--- src/rtl/bank_rf_pkg.sv ---
package bank_rf_pkg;
  localparam int unsigned DATA_W    = 8;
  localparam int unsigned NUM_BANKS = 4;
  localparam int unsigned NUM_REGS  = 8;
  localparam int unsigned REG_CW    = $clog2(NUM_REGS);
  localparam int unsigned PAIR_CW   = REG_CW - 1;
  localparam int unsigned BANK_W    = $clog2(NUM_BANKS);
  localparam int unsigned PAIR_W    = 2 * DATA_W;

  typedef enum logic [REG_CW-1:0] {
    REG_X, REG_A, REG_C, REG_B, REG_E, REG_D, REG_L, REG_H
  } reg_code_e;

  typedef enum logic [PAIR_CW-1:0] {
    PAIR_AX, PAIR_BC, PAIR_DE, PAIR_HL
  } pair_code_e;
endpackage

--- src/rtl/bank_rf_rd_port.sv ---
module bank_rf_rd_port #(
  parameter int unsigned DW = bank_rf_pkg::DATA_W,
  parameter int unsigned NR = bank_rf_pkg::NUM_REGS,
  localparam int unsigned CW = $clog2(NR)
) (
  input  logic [NR-1:0][DW-1:0] bank_i,
  input  logic [CW-1:0]         code_i,
  output logic [DW-1:0]         data_o
);
  assign data_o = bank_i[code_i];
endmodule

--- src/rtl/bank_rf_store.sv ---
module bank_rf_store #(
  parameter int unsigned DW = bank_rf_pkg::DATA_W,
  parameter int unsigned NB = bank_rf_pkg::NUM_BANKS,
  parameter int unsigned NR = bank_rf_pkg::NUM_REGS,
  localparam int unsigned RCW = $clog2(NR),
  localparam int unsigned PCW = RCW - 1,
  localparam int unsigned BW  = $clog2(NB),
  localparam int unsigned PW  = 2 * DW
) (
  input  logic                  clk_i,
  input  logic                  rst_ni,
  input  logic [BW-1:0]         bank_i,
  input  logic                  wr_en_i,
  input  logic [RCW-1:0]        wr_code_i,
  input  logic [DW-1:0]         wr_data_i,
  input  logic                  pwr_en_i,
  input  logic [PCW-1:0]        pwr_code_i,
  input  logic [PW-1:0]         pwr_data_i,
  input  logic                  acc_en_i,
  input  logic [PW-1:0]         acc_data_i,
  output logic [NR-1:0][DW-1:0] active_o
);
  logic [NR-1:0][DW-1:0] bank_q [NB];
  logic [NR-1:0][DW-1:0] bank_nxt;

  // later assignments win: byte < pair < accumulator
  always_comb begin
    bank_nxt = bank_q[bank_i];
    for (int r = 0; r < NR; r++) begin
      if (wr_en_i && wr_code_i == RCW'(r))
        bank_nxt[r] = wr_data_i;
      if (pwr_en_i && pwr_code_i == PCW'(r >> 1))
        bank_nxt[r] = r[0] ? pwr_data_i[PW-1:DW] : pwr_data_i[DW-1:0];
      if (acc_en_i && (r >> 1) == 0)
        bank_nxt[r] = r[0] ? acc_data_i[PW-1:DW] : acc_data_i[DW-1:0];
    end
  end

  for (genvar b = 0; b < NB; b++) begin : g_bank
    always_ff @(posedge clk_i or negedge rst_ni) begin
      if (!rst_ni)
        bank_q[b] <= '0;
      else if (bank_i == BW'(b))
        bank_q[b] <= bank_nxt;
    end

    assert_bank_iso_R5: assert property (@(posedge clk_i) disable iff (!rst_ni)
      (bank_i != BW'(b)) |=> $stable(bank_q[b]))
      else $error("R5 bank %0d changed while inactive", b);

    assert_no_write_R11: assert property (@(posedge clk_i) disable iff (!rst_ni)
      (!wr_en_i && !pwr_en_i && !acc_en_i) |=> $stable(bank_q[b]))
      else $error("R11 bank %0d changed with no write", b);
  end

  assign active_o = bank_q[bank_i];

  assert_pair_write_R4: assert property (@(posedge clk_i) disable iff (!rst_ni)
    (pwr_en_i && !(acc_en_i && pwr_code_i == '0)) |=>
      (bank_q[$past(bank_i)][{$past(pwr_code_i), 1'b1}] == $past(pwr_data_i[PW-1:DW]) &&
       bank_q[$past(bank_i)][{$past(pwr_code_i), 1'b0}] == $past(pwr_data_i[DW-1:0])))
    else $error("R4 pair write not stored");

  assert_acc_write_R7: assert property (@(posedge clk_i) disable iff (!rst_ni)
    acc_en_i |=> bank_q[$past(bank_i)][1:0] == $past(acc_data_i))
    else $error("R7 accumulator write not stored");

  assert_wide_wins_R8: assert property (@(posedge clk_i) disable iff (!rst_ni)
    (wr_en_i && pwr_en_i && wr_code_i[RCW-1:1] == pwr_code_i &&
     !(acc_en_i && pwr_code_i == '0)) |=>
      bank_q[$past(bank_i)][$past(wr_code_i)] ==
        ($past(wr_code_i[0]) ? $past(pwr_data_i[PW-1:DW]) : $past(pwr_data_i[DW-1:0])))
    else $error("R8 byte write overrode pair write");
endmodule

--- src/rtl/bank_reg_file.sv ---
module bank_reg_file
  import bank_rf_pkg::*;
(
  input  logic              clk_i,
  input  logic              rst_ni,
  input  logic [BANK_W-1:0] bank_sel_i,
  input  logic [REG_CW-1:0] rd_a_code_i,
  output logic [DATA_W-1:0] rd_a_data_o,
  input  logic [REG_CW-1:0] rd_b_code_i,
  output logic [DATA_W-1:0] rd_b_data_o,
  input  logic              wr_en_i,
  input  logic [REG_CW-1:0] wr_code_i,
  input  logic [DATA_W-1:0] wr_data_i,
  input  logic [PAIR_CW-1:0] pair_rd_code_i,
  output logic [PAIR_W-1:0] pair_rd_data_o,
  input  logic              pair_wr_en_i,
  input  logic [PAIR_CW-1:0] pair_wr_code_i,
  input  logic [PAIR_W-1:0] pair_wr_data_i,
  input  logic              acc_wr_en_i,
  input  logic [PAIR_W-1:0] acc_wr_data_i,
  output logic [DATA_W-1:0] acc8_o,
  output logic [PAIR_W-1:0] acc16_o,
  output logic [PAIR_W-1:0] ptr_de_o,
  output logic [PAIR_W-1:0] ptr_hl_o
);
  localparam int unsigned NUM_PAIRS = NUM_REGS / 2;

  logic [NUM_REGS-1:0][DATA_W-1:0] active;
  logic [NUM_PAIRS-1:0][PAIR_W-1:0] pair_view;

  bank_rf_store #(.DW(DATA_W), .NB(NUM_BANKS), .NR(NUM_REGS)) u_store (
    .clk_i      (clk_i),
    .rst_ni     (rst_ni),
    .bank_i     (bank_sel_i),
    .wr_en_i    (wr_en_i),
    .wr_code_i  (wr_code_i),
    .wr_data_i  (wr_data_i),
    .pwr_en_i   (pair_wr_en_i),
    .pwr_code_i (pair_wr_code_i),
    .pwr_data_i (pair_wr_data_i),
    .acc_en_i   (acc_wr_en_i),
    .acc_data_i (acc_wr_data_i),
    .active_o   (active)
  );

  bank_rf_rd_port #(.DW(DATA_W), .NR(NUM_REGS)) u_rd_a (
    .bank_i (active), .code_i (rd_a_code_i), .data_o (rd_a_data_o)
  );

  bank_rf_rd_port #(.DW(DATA_W), .NR(NUM_REGS)) u_rd_b (
    .bank_i (active), .code_i (rd_b_code_i), .data_o (rd_b_data_o)
  );

  // even register is the low byte, so the packed bank is already a pair array
  assign pair_view      = active;
  assign pair_rd_data_o = pair_view[pair_rd_code_i];
  assign acc8_o         = active[REG_A];
  assign acc16_o        = pair_view[PAIR_AX];
  assign ptr_de_o       = pair_view[PAIR_DE];
  assign ptr_hl_o       = pair_view[PAIR_HL];

  assert_acc_alias_R6: assert property (@(posedge clk_i) disable iff (!rst_ni)
    (rd_a_code_i == REG_A) |-> (rd_a_data_o == acc8_o && acc16_o[PAIR_W-1:DATA_W] == acc8_o))
    else $error("R6 accumulator outputs disagree with read port");

  assert_hl_alias_R10: assert property (@(posedge clk_i) disable iff (!rst_ni)
    (pair_rd_code_i == PAIR_HL) |-> (pair_rd_data_o == ptr_hl_o))
    else $error("R10 pointer output disagrees with pair port");
endmodule

--- config.mk ---
export PLATFORM = sky130hd
export DESIGN_NAME = bank_reg_file
export DESIGN_NICKNAME = d
export VERILOG_FILES = /design/src/rtl/bank_rf_pkg.sv /design/src/rtl/bank_rf_rd_port.sv /design/src/rtl/bank_rf_store.sv /design/src/rtl/bank_reg_file.sv
export SDC_FILE = /design/constraint.sdc
export NUM_CORES = 1
export LEC_CHECK = 0
export ABC_AREA = 1
export ABC_CLOCK_PERIOD_IN_PS = 2000
export BUFFER_PORTS_ARGS = -buffer_cell sky130_fd_sc_hd__buf_4
export CAP_MARGIN = 20
export CORE_ASPECT_RATIO = 1.2
export CORE_MARGIN = 5
export CORE_UTILIZATION = 30
export DETAILED_ROUTE_END_ITERATION = 10
export PLACE_DENSITY_LB_ADDON = 0.12
export SLEW_MARGIN = 10
export SYNTH_ARGS = -nofsm -noshare
export SYNTH_HDL_FRONTEND = slang
export SYNTH_SLANG_ARGS = --single-unit
--- constraint.sdc ---
create_clock -name clk_i -period 2 [get_ports clk_i]
set_input_delay 0.3 -clock clk_i [delete_from_list [all_inputs] [get_ports clk_i]]
set_output_delay 0.3 -clock clk_i [all_outputs]
set_load 0.01 [all_outputs]
======== Yosys cells after proc, flatten, opt, wreduce, memory -nomap -nowiden ========
Cells that the tools add are included.
word-level totals
  output and inout port bits .............. 88
  word-level logic and storage cells ...... 92
  bits in registers ....................... 256
  bits of input ports ..................... 60
operators by class
  magnitude comparators ................... 4
  multiplexer cells ....................... 27
  reduce and logical (&&, ||, !) cells .... 15
  eq/ne operators ......................... 13
  bitwise operators ....................... 1
operators by type and width
  cell                                                       number
  2-to-1 mux 8 bit                                           20
  binary-select mux 64 bit (select 2 bit)                    1
  2-to-1 mux 64 bit                                          2
  binary-select mux 8 bit (select 3 bit)                     2
  binary-select mux 16 bit (select 2 bit)                    1
  2-to-1 mux 16 bit                                          1
  equality test 3 bit (second input constant)                4
  logical AND 1 bit                                          12
  equality test 2 bit (second input constant)                4
  < comparator 3 x 4 -> 1 bit (second input constant)        2
  equality test 3 x 2 -> 1 bit (second input constant)       2
  equality test 2 x 1 -> 1 bit (second input constant)       2
  logical NOT 2 bit                                          2
  equality test 3 x 1 -> 1 bit (second input constant)       1
  greater-or-equal comparator 3 bit (second input constant)  1
  logical NOT 3 bit                                          1
  < comparator 2 x 3 -> 1 bit (second input constant)        1
  NOT 2 -> 3 bit                                             1

======== Depth between registers and ports, before layout ========
  depth after elaboration ................. 7
  mapped depth ............................ 14

======== Cells and area by module ========
Synthesis repeated with hierarchy kept, for this count alone.
second synthesis, totals
  cell total of the unflattened synthesis .. 2730
  area total of the unflattened synthesis .. 16439.5 um^2
by module, submodules not included
  module           area an instance (um^2)  sequential area each (um^2)  cells an instance  instances
  bank_rf_store    13706.9                  6406.1                       2106               1
  bank_rf_rd_port  933.4                    0.0                          214                2
  bank_reg_file    865.8                    0.0                          196                1

======== Least setup slack after synthesis ========
Ideal clock, no wire load.
  path kind ............................... input-to-output
  from .................................... input bank_sel_i[0]
  to ...................................... output pair_rd_data_o[15]
  arrival ................................. 1416 ps
  buffers on the path ..................... 3
  required time ........................... 1700 ps
  path slack .............................. 284 ps
  stages .................................. 10
  cells stage by stage .................... buf_6 > inv_4 > buf_12 > buf_4 > nand2_1 > nand2_1 > nand2_1 > nand2_1 > o21ai_0 > o21ai_0
between the ends
  cells in the longest elaborated chain, start to end .. 6
RTL lines
  what                                                  line                 source
  start: declaration                                    bank_reg_file.sv:6   input logic [BANK_W-1:0] bank_sel_i,
  NOT 2 -> 3 bit (implied by the code)                  bank_rf_store.sv:56  assign active_o = bank_q[bank_i];
  binary-select mux 64 bit (select 2 bit)               bank_rf_store.sv:56
  2-to-1 mux 64 bit (implied by the code) (2 in a row)  bank_rf_store.sv:56
  named net ptr_hl_o[15]                                bank_reg_file.sv:24  output logic [PAIR_W-1:0] ptr_hl_o
  binary-select mux 16 bit (select 2 bit)               bank_reg_file.sv:56  assign pair_rd_data_o = pair_view[pair_rd_code_i];
  2-to-1 mux 16 bit (implied by the code)               bank_reg_file.sv:56
  end: declaration                                      bank_reg_file.sv:15  output logic [PAIR_W-1:0] pair_rd_data_o,
The timed path passes the listed nets, and every way through them passes these cells. The select of a mux whose other input is x is not followed.

======== Final worst setup path ========
  from .................................... register u_store.bank_q[142] (netlist bit)
  to ...................................... output pair_rd_data_o[14]
between the ends
  cells in the longest elaborated chain, start to end .. 5
RTL lines
  what                                                  line                 source
  start: declaration                                    bank_rf_store.sv:23  logic [NR-1:0][DW-1:0] bank_q [NB];
  start signal: indexed assignment                      bank_rf_store.sv:44  bank_q[b] <= bank_nxt;
  binary-select mux 64 bit (select 2 bit)               bank_rf_store.sv:56
  2-to-1 mux 64 bit (implied by the code) (2 in a row)  bank_rf_store.sv:56
  binary-select mux 16 bit (select 2 bit)               bank_reg_file.sv:56
  2-to-1 mux 16 bit (implied by the code)               bank_reg_file.sv:56
No other way between the ends. The select of a mux whose other input is x is not followed.

==> impl_metrics.ini <==
[sta]
rsz0062_at_grt = true
drv_slew = 0
slew_headroom_pct = 56.6
setup_viol = 33
min_period_ns = 2.43
fin_skew_ns = 0.0372
timing.final.crit_share_pct = 122
tightest_slew_ns = 0.651
setup_slack_ns = -0.432
hold_viol = 0
fmax_ghz = 0.411

[run]
drv_cap = 0

[floorplanning]
core.rowCount = 92
start_util_pct = 30.3
io_pins = 148
dieArea_sq_mm = 0.0579
die_w_microns = 220
fp.dieH_microns = 263
core-area_sq_mm = 0.0526

[detailed_routing]
routedWlPerCell_microns = 23.0
vias_per_cell = 5.21
drc = 0
wl_mm = 82.2
drtAntennaViolNets = 0
first_pass_iters = 8
drt_iter0_drc = 2298
via_count = 18600

[hold_path]
min_path_type = in -> reg
holdCritStartpoint = acc_wr_data_i[2]
hold_depth = 5
whs_endpoint = u_store.bank_q[130]

[layout]
final_cell_area_sq_mm = 0.0222
layout_commonest_cell = nand2_1
largest_register = u_store.bank_q
reg.largest.list = u_store.bank_q x256
layout-drive-gt1-share_pct = 29.6
n_fill_cell = 5587
final_core_util_pct = 42.2
final_cell_mix = 1,298 x nand2_1, 326 x buf_4, 268 x nand3_1
fin_nets = 2896
synthToLayoutAreaGrowth_pct = 39.3
largest_reg_flops = 256
final_cells = 3567

[worst_setup_path]
critPathLaunchType = register
reg2regPathDepth = 13
r2r_slack_ns = 0.47
worst_path_largest_cell_delay_ns = 0.43
crit_required_ns = 1.70
critical_path_class = reg -> out
crit_path_max_fanout = 3
crit_top_cell = nand2_1
r2r_end = u_store.bank_q[193]
path_buf_inv = 1
arrival_ns = 2.13
crit_chain = nand2_1, nand2_1, nand2_2, nand2_4, o211ai_1, o21ai_1, buf_4
slowest_stage = o211ai_1
end_kind = output port
critPathTopFamily = compound AO/OA/AOI/OAI gates
reg2reg_from = u_store.bank_q[129]

[synthesis]
synthArstFlopShare_pct = 100
syn_inst = 2518
yosysWarnings = 0
ys_ff_latch = 256
yosysSeqAreaShare_pct = 40.2
synth.net_count = 2578
synth_ff_type = dfrtp_1
synth_edf_count = 0
synth_area_sq_mm = 0.0159
yosysUniqueCellTypes = 27
syn_avg_cell_area_sq_um = 6.33

[power]
powerDensity_mw_per_mm2 = 870
ir_drop_mv = 0.562
p_leak_uw = 0.0123

[cts]
ctsHtreeMaxLevel = 1
clock-sinks = 256
clkLatencyLatePin_ns = 0.61
clockBufferDepth = 3
cts_root_buffer = clkbuf_16
clk_pin_slew_ns = 0.06
cts_tree = yes
cts_buffers = 31

[global_routing]
grt_use_total_pct = 27.5
grt_pass1_vias = 18300
grt_max_degree = 58
grt_first_pass_wirelength_mm = 120
antenna_found_initial = 3
grt_overflow = 0

[placement]
dpl_cell_area_sq_mm = 0.0194
port_buffers = 147
place_hpwl_mm = 57.2
placed_cells = 3452
gp_congestion = 0.939

[status]
status = finished with violations
violations = negative setup slack
## tightest hold or removal path, cell delays in order
cell and delay [ns]:
buf_4 0.08, nand2_1 0.05, nand2_2 0.09, nand2_1 0.05
nand2_1 0.05
## kinds of logic (layout without fill, tap and decap cells)
group	count (synthesis)	in the layout	share of synthesized area, %
flops	256	256	40.2
buf+inv	226	566	6.78
compound gates	113	113	4.26
other cells	0	4	0
simple gates	1923	1923	48.8
## stage by stage
| step | total power (uW) | hold slack, ns | worst slack [ns] | setup TNS [ns] |
|---|---|---|---|---|
| floorplan | 9770 | 0.00441 | 0.284 | 0 |
| global placement | 12700 | 0.293 | -0.413 | -5.12 |
| detailed placement | 12700 | 0.285 | -0.428 | -5.32 |
| CTS | 19100 | 0.0155 | -0.415 | -7.49 |
| global route | 20200 | 0.0623 | -0.501 | -9.58 |
| finish | 19300 | 0.0373 | -0.432 | -7.53 |
## how the worst max path moves through the flow
stage | startpoint | endpoint | cells past startpoint
finish | u_store.bank_q[142] | pair_rd_data_o[14] | 7
global route | u_store.bank_q[3] | pair_rd_data_o[3] | 7
CTS | u_store.bank_q[72] | pair_rd_data_o[8] | 7
detailed placement | bank_sel_i[0] | pair_rd_data_o[15] | 12
global placement | bank_sel_i[0] | pair_rd_data_o[15] | 12
floorplan | bank_sel_i[0] | pair_rd_data_o[15] | 10
## cells in the mapped netlist (8+ instances only)
| library cell | instances | area [sq um] |
|---|---|---|
| nand3_1 | 340 | 1700 |
| dfrtp_1 | 256 | 6410 |
| buf_1 | 8 | 30.0 |
| inv_1 | 62 | 233 |
| buf_4 | 22 | 165 |
| o21ai_0 | 57 | 285 |
| o211ai_1 | 18 | 135 |
| or2_2 | 14 | 87.6 |
| o21ai_1 | 11 | 55.1 |
| buf_2 | 48 | 240 |
| o21ai_2 | 17 | 149 |
| nor2_1 | 32 | 120 |
| nand2_1 | 1504 | 5650 |
| nand2_2 | 27 | 169 |
| clkbuf_1 | 64 | 240 |
| buf_6 | 8 | 90.1 |
## final cells by class
class,instances,area (sq um),area share (%)
multi-input cells,2036,9600,43.2
diodes,4,10.0,0.0451
clock inverters,14,139,0.625
flip-flops and latches,256,6410,28.9
inverters,74,280,1.26
well taps,705,882,3.97
clock buffers,41,853,3.84
repair buffers,437,4030,18.2
## power breakdown
| group | switching, uW | internal (uW) | leakage [uW] |
|---|---|---|---|
| clock | 2420 | 3240 | 0.000483 |
| combinational | 4150 | 2740 | 0.00848 |
| sequential | 598 | 6170 | 0.00331 |
## timing repair
| item | CTS | global route |
|---|---|---|
| pin swaps | 149 | 95 |
| gates resized for setup | 318 | 105 |
| hold buffers | 1 | 0 |
| setup endpoints to repair | 44 | 59 |
| buffers inserted | 38 | 36 |
| hold endpoints to repair | 44 | 0 |
## per-layer routing
layer	track usage, %	vias to the layer above	wire length [microns]
li1	-	8520	-
met1	37.6	8943	34600
met2	44.1	920	37600
met3	4.37	201	6800
met4	9.47	4	3220
met5	0	-	21
Note: power is estimated with default switching activity, not from simulation.
